File: src/rtl/q31mul_pkg.sv
package q31mul_pkg;
    localparam int WORD_W = 32;
    localparam int PROD_W = 2 * WORD_W;

    typedef enum logic [1:0] {
        MODE_TRUNC = 2'b00,
        MODE_ROUND = 2'b01,
        MODE_FRAC  = 2'b10,
        MODE_ALIAS = 2'b11
    } fmode_e;

    typedef struct packed {
        logic                     vld;
        fmode_e                   mode;
        logic [PROD_W-1:0]        prod;
    } prod_stage_t;

    typedef struct packed {
        logic                     vld;
        logic                     sat;
        logic [WORD_W-1:0]        word;
        logic [PROD_W-1:0]        prod;
    } out_stage_t;
endpackage

File: src/rtl/q31mul_mult.sv
module q31mul_mult #(
    parameter int W = 32
) (
    input  logic [W-1:0]   a,
    input  logic [W-1:0]   b,
    output logic [2*W-1:0] p
);
    localparam int PW = 2 * W;

    logic signed [PW-1:0] a_ext;
    logic signed [PW-1:0] b_ext;

    always_comb begin
        a_ext = {{W{a[W-1]}}, a};
        b_ext = {{W{b[W-1]}}, b};
        p     = a_ext * b_ext;
    end
endmodule

File: src/rtl/q31mul_shape.sv
module q31mul_shape
    import q31mul_pkg::*;
#(
    parameter int W = 32
) (
    input  logic [2*W-1:0] prod,
    input  fmode_e         mode,
    output logic [W-1:0]   word,
    output logic           sat
);
    localparam int PW = 2 * W;
    localparam logic [W-1:0] POS_LIM = {1'b0, {(W-1){1'b1}}};
    localparam logic [W-1:0] NEG_LIM = {1'b1, {(W-1){1'b0}}};

    logic [W-1:0] hi_word;
    logic [W-1:0] rnd_word;
    logic [W-1:0] frac_word;
    logic         frac_ovf;

    always_comb begin
        hi_word   = prod[PW-1:W];
        rnd_word  = hi_word + {{(W-1){1'b0}}, prod[W-1]};
        frac_ovf  = prod[PW-1] ^ prod[PW-2];
        if (frac_ovf) begin
            frac_word = prod[PW-1] ? NEG_LIM : POS_LIM;
        end else begin
            frac_word = prod[PW-2:W-1];
        end

        sat = 1'b0;
        unique case (mode)
            MODE_ROUND: word = rnd_word;
            MODE_FRAC: begin
                word = frac_word;
                sat  = frac_ovf;
            end
            default:    word = hi_word;
        endcase
    end
endmodule

File: src/rtl/q31mul_unit.sv
module q31mul_unit
    import q31mul_pkg::*;
#(
    parameter int W = WORD_W
) (
    input  logic           clk,
    input  logic           rst,
    input  logic           in_valid,
    input  logic [1:0]     mode,
    input  logic [W-1:0]   op_a,
    input  logic [W-1:0]   op_b,
    output logic           out_valid,
    output logic [W-1:0]   result,
    output logic           sat_flag,
    output logic [2*W-1:0] dbg_product
);
    localparam int PW = 2 * W;

    typedef struct packed {
        logic          vld;
        fmode_e        mode;
        logic [PW-1:0] prod;
    } s1_t;

    typedef struct packed {
        logic          vld;
        logic          sat;
        logic [W-1:0]  word;
        logic [PW-1:0] prod;
    } s2_t;

    s1_t s1_d, s1_q;
    s2_t s2_d, s2_q;

    logic [PW-1:0] mul_p;
    logic [W-1:0]  shp_word;
    logic          shp_sat;

    q31mul_mult #(.W(W)) u_mult (
        .a (op_a),
        .b (op_b),
        .p (mul_p)
    );

    q31mul_shape #(.W(W)) u_shape (
        .prod (s1_q.prod),
        .mode (s1_q.mode),
        .word (shp_word),
        .sat  (shp_sat)
    );

    always_comb begin
        s1_d      = s1_q;
        s1_d.vld  = in_valid;
        s1_d.mode = fmode_e'(mode);
        s1_d.prod = mul_p;

        s2_d      = s2_q;
        s2_d.vld  = s1_q.vld;
        s2_d.sat  = s1_q.vld & shp_sat;
        s2_d.word = shp_word;
        s2_d.prod = s1_q.prod;
    end

    always_ff @(posedge clk) begin
        if (rst) begin
            s1_q <= '0;
            s2_q <= '0;
        end else begin
            s1_q <= s1_d;
            s2_q <= s2_d;
        end
    end

    assign out_valid   = s2_q.vld;
    assign sat_flag    = s2_q.sat;
    assign result      = s2_q.word;
    assign dbg_product = s2_q.prod;
endmodule

File: config.mk
export PLATFORM = sky130hd
export DESIGN_NAME = q31mul_unit
export DESIGN_NICKNAME = d
export VERILOG_FILES = /design/src/rtl/q31mul_pkg.sv /design/src/rtl/q31mul_mult.sv /design/src/rtl/q31mul_shape.sv /design/src/rtl/q31mul_unit.sv
export SDC_FILE = /design/constraint.sdc
export NUM_CORES = 2
export LEC_CHECK = 0
export BUFFER_PORTS_ARGS = -buffer_cell sky130_fd_sc_hd__buf_2
export CORE_UTILIZATION = 30
export DETAILED_ROUTE_END_ITERATION = 8
export PLACE_DENSITY_LB_ADDON = 0.2
export SLEW_MARGIN = 40
export SYNTH_ARGS = -nofsm -noshare
export SYNTH_HDL_FRONTEND = slang
export SYNTH_SLANG_ARGS = --single-unit
File: constraint.sdc
create_clock -name clk -period 13.2 [get_ports clk]
set_input_delay 3.3 -clock clk [delete_from_list [all_inputs] [get_ports clk]]
set_output_delay 3.3 -clock clk [all_outputs]
set_load 0.02 [all_outputs]
## Word-level counts from Yosys, hierarchy flattened

Index checks and enable logic that the tools add are counted.

| cells by class | value |
|---|---|
| magnitude comparators | 0 |
| multiplexer cells | 4 |
| bitwise logic cells | 2 |
| equality and inequality tests | 2 |
| multiply operators | 1 |
| reduce and logical (&&, ||, !) cells | 0 |
| add/subtract/negate cells | 1 |
| shift operators | 0 |
| div/mod/pow operators | 0 |

Operators by type and width:

| cell | number |
|---|---|
| $mul 32x32->64 | 1 |
| $mux 32 | 2 |
| $pmux 32 s2 | 1 |
| $add 32x1->32 | 1 |
| $eq 2x1->1 const B | 1 |
| $eq 2x2->1 const B | 1 |
| $and 1x1->1 | 1 |
| $mux 1 | 1 |
| $xor 1x1->1 | 1 |

| word-level totals | value |
|---|---|
| memories kept | 0 |
| flip-flop bits (word level) | 165 |
| ROM bits | 0 |
| bits in latches | 0 |
| output and inout bits | 98 |
| bits of input ports | 69 |
| word-level logic and storage cells | 17 |
| bits in writable memories | 0 |

## Longest topological paths before layout

| logic depth | value |
|---|---|
| depth after elaboration | 3 |
| depth in mapped cells | 27 |
| depth with buffers taken out | 26 |

## By module

A second synthesis with hierarchy kept.

| unflattened totals | value |
|---|---|
| cell total of the unflattened synthesis | 4437 |
| area total of the unflattened synthesis | 42070.3 µm² |

Modules (own cells, without submodules):

| module | cells each | area an instance (µm²) | instances |
|---|---|---|---|
| q31mul_mult | 3833 | 36087.1 | 1 |
| q31mul_unit | 348 | 4426.7 | 1 |
| q31mul_shape | 256 | 1556.5 | 1 |

## Worst setup path after synthesis

Ideal clock, no wire load.

| timing | value |
|---|---|
| path kind | input to register |
| start point | input port op_a[31] |
| end point | register s1_q[59] (netlist name) |
| library setup time | 0.121 ns |
| arrival | 10.672 ns |
| buffers on the path | 1 |
| slack | 2.407 ns |
| stages on the path | 23 |
| path through | clkbuf_1 nand2_1 inv_1 fa_1 fa_1 fa_1 inv_1 fa_1 inv_1 fa_1 fa_1 inv_1 fa_1 fa_1 inv_1 ha_1 and3_1 and2_1 nor2b_1 a211oi_1 o2111ai_1 a41oi_1 mux2_2 |

| on the way | value |
|---|---|
| cells in the longest elaborated chain, start to end | 1 |

Ends and longest elaborated chain:

| item | RTL line | source |
|---|---|---|
| from (decl) | q31mul_unit.sv:10 | `input logic [W-1:0] op_a,` |
| $mul 32x32->64 | q31mul_mult.sv:16 | `p = a_ext * b_ext;` |
| to (signal assigned) | q31mul_unit.sv:67 | `s1_q <= '0;` |
| to (signal assigned) | q31mul_unit.sv:70 | `s1_q <= s1_d;` |
| to (decl) | q31mul_unit.sv:32 | `s1_t s1_d, s1_q;` |

No other way between the ends.
A chain may end at the register's enable or synchronous reset.

## Worst setup path in the final report

| timing | value |
|---|---|
| start point | input port op_b[5] |
| end point | register s1_q[59] (netlist name) |

| on the way | value |
|---|---|
| cells in the longest elaborated chain, start to end | 1 |

Ends and longest elaborated chain:

| item | RTL line | source |
|---|---|---|
| from (decl) | q31mul_unit.sv:11 | `input logic [W-1:0] op_b,` |
| $mul 32x32->64 | q31mul_mult.sv:16 |  |

No other way between the ends.

==> flow_summary_export.csv <==
group,metric,value,unit
run_status,status,"finished, final reports clean",
clocking,htreeDepth,4,
timing,rsz0062_at_grt,"false",
routing,detail-route-antenna-nets,0,
place,gp_congestion,0.844,
timing,clock-skew-final,0.0138,ns
clocking,numCtsBuffers,17,
routing,via_count,29000,
timing,min_period,11.38,ns
floorplanning,die_area,141000,um2
routing,drt_iter0_markers,1380,
synthesis,synth-seq-cells,165,
clocking,cts_resized,0,
timing,fmax,87.9,MHz
place,dp_hpwl,98.7,mm
critical_path,critPathRequiredTime,13.55,ns
floorplanning,core-area,138000,um2
global_route,track_usage,17.7,%
clocking,cts_buffer_depth,2,
global_route,grt_pass1_vias,33100,
clocking,clk_latency,0.45,ns
critical_path,cpMostUsedCell,"fa_1",
timing,hold_violations,0,
floorplanning,start_util,30.3,%
finish,final_nets,5769,
synthesis,ys_warn_count,0,
routing,drc,0,
global_route,overflow,0,
timing,post-route-period-util,86.2,%
routing,routedWlPerCell,19.0,um
synthesis,synth_top_cell_by_area,"fa_1",
clocking,cts_setup_buffers,0,
synthesis,synth_ff_type,"dfxtp_1",
routing,first_pass_iters,5,
synthesis,synthArstFlopShare,0,%
finish,layout-drive-gt1-share,5.81,%
clocking,cts_tree,"built",
critical_path,crit_fanout,32,
synthesis,syn_nets,5800,
finish,syn2layout_area_growth,7.35,%
synthesis,syn_avg_cell_area,9.36,um2
global_route,grt_pass1_wl,194,mm
clocking,postCtsHoldBufs,0,
floorplanning,ios,167,
place,io_buffer_count,166,
finish,nFillCells,14400,
synthesis,synth.distinct_cells,70,
synthesis,synth_area,41700,um2
worst_hold_path,hold_class,"register to register",
synthesis,netlist.area_leader.share,51.9,%
critical_path,arrival,11.73,ns
critical_path,end_kind,"register",
routing,routed_wl,119,mm
critical_path,cpPeakStageDelay,0.59,ns
routing,avgViaCountPerCell,4.65,
critical_path,startpoint_type,"primary input",
clocking,clkSinkCount,165,
synthesis,yosysSeqAreaShare,7.92,%
floorplanning,die_x,375,um
synthesis,synthCells,4459,
global_route,grt_start_max_net_pins,68,
clocking,clock-root-buffer,"clkbuf_16",
timing,worst_pin_slew,0.908,ns
timing,final.setup.tns,0,ns
run,maxCapViolations,0,
global_route,antenna_found_initial,13,
timing,finalSetupViolCount,0,
clocking,clkTransAtPathRegs,0.08,ns
timing,slew_viol_final,0,
floorplanning,die_y,375,um
floorplanning,fp-row-count,136,
critical_path,worst_path_max_delay_cell,"buf_2",
finish,layout_commonest_cell,"fa_1",
finish,most-common-layout-cells,"1082 x fa_1, 953 x inv_1, 558 x nand2_1",
synthesis,synth.area.top_cells,"fa_1 52%, inv_1 8.6%, dfxtp_1 7.9%",
synthesis,synth_edf_count,0,
timing,slew_headroom,39.5,%
critical_path,path_class,"primary input to register",
logic make-up after synthesis:
kind of cell	Yosys count	synth area share, %
simple gates	1399	16.8
compound gates	363	5.53
flops	165	7.92
xor+xnor	57	1.20
fa+ha+maj	1272	57.6
mux	7	0.186
buf+inv	1196	10.8
layout make-up:
type                       instances  area (um2)  area share [%]
timing repair buffer             191        1080            2.41
sequential                       165        3300            7.37
multi-input combinational       3098       33900            75.8
clock buffer                      17         425           0.950
inverter                         955        3580            8.00
tap                             1794        2240            5.01
antenna                            3        7.51          0.0168
clock inverter                    15         214           0.478
routing by layer:
layer / up-vias / track usage, % / share of wire, %
li1: 13000 / - / -
met2: 403 / 33.2 / 53
met4: 8 / 2.56 / 1.4
met5: - / 0 / 0.041
met3: 96 / 1.20 / 2.3
met1: 15500 / 22.5 / 43
cell usage after synthesis (7+ instances only):
master,instances
o221ai_1,7
inv_1,953
a211oi_1,12
o21bai_1,17
nand3_1,13
o21ai_0,88
dfxtp_1,165
and3_1,12
nand4_1,19
a31oi_1,12
nor3_1,20
and2_1,517
nand2b_1,14
xor2_1,20
a21oi_1,113
xnor2_1,37
nor2_1,139
ha_1,190
o21a_1,11
nor4_1,7
a21o_1,32
fa_1,1082
nand2_1,558
clkbuf_1,239
o211ai_1,7
nor2b_1,75
final timing paths:
path	start	endpoint	slack, ns	cells after the start
setup / recovery	op_b[5]	s1_q[59]	1.82	25
hold / removal	s1_q[12]	dbg_product[12]	0.43	1
setup reg to reg	s1_q[62]	result[21]	9.80	9
hold reg to reg	s1_q[12]	dbg_product[12]	0.43	1
registers in the layout, indices dropped and copies added, names as in the netlist:
signal and cells:
s1_q 67, dbg_product 64, result 32, sat_flag 1, out_valid 1
worst max-delay path, delay by kind of cell:
family	cells	cell delay, ns
fa+ha+maj	9	4.34
buf+inv	8	1.95
compound gates	3	0.88
simple gates	4	0.84
mux	1	0.35
stage by stage:
| stage | hold WS (ns) | utilization [%] | cells | instance area, um2 | worst slack, ns |
|---|---|---|---|---|---|
| 2_1_floorplan | 0.414 | - | 4459 | 41700 | 2.41 |
| 3_3_place_gp | 0.424 | 32.0 | 6201 | 44100 | 1.43 |
| 3_5_place_dp | 0.420 | 32.0 | 6201 | 44100 | 1.37 |
| 4_1_cts | 0.437 | 32.5 | 6233 | 44700 | 1.84 |
| 5_1_grt | 0.456 | 32.5 | 6236 | 44800 | 1.40 |
| 6_report | 0.434 | 32.5 | 6238 | 44800 | 1.82 |
Power is left out: the tool's default activity adds up to more than one toggle a clock period on the data nets, which glitch-free logic cannot reach.
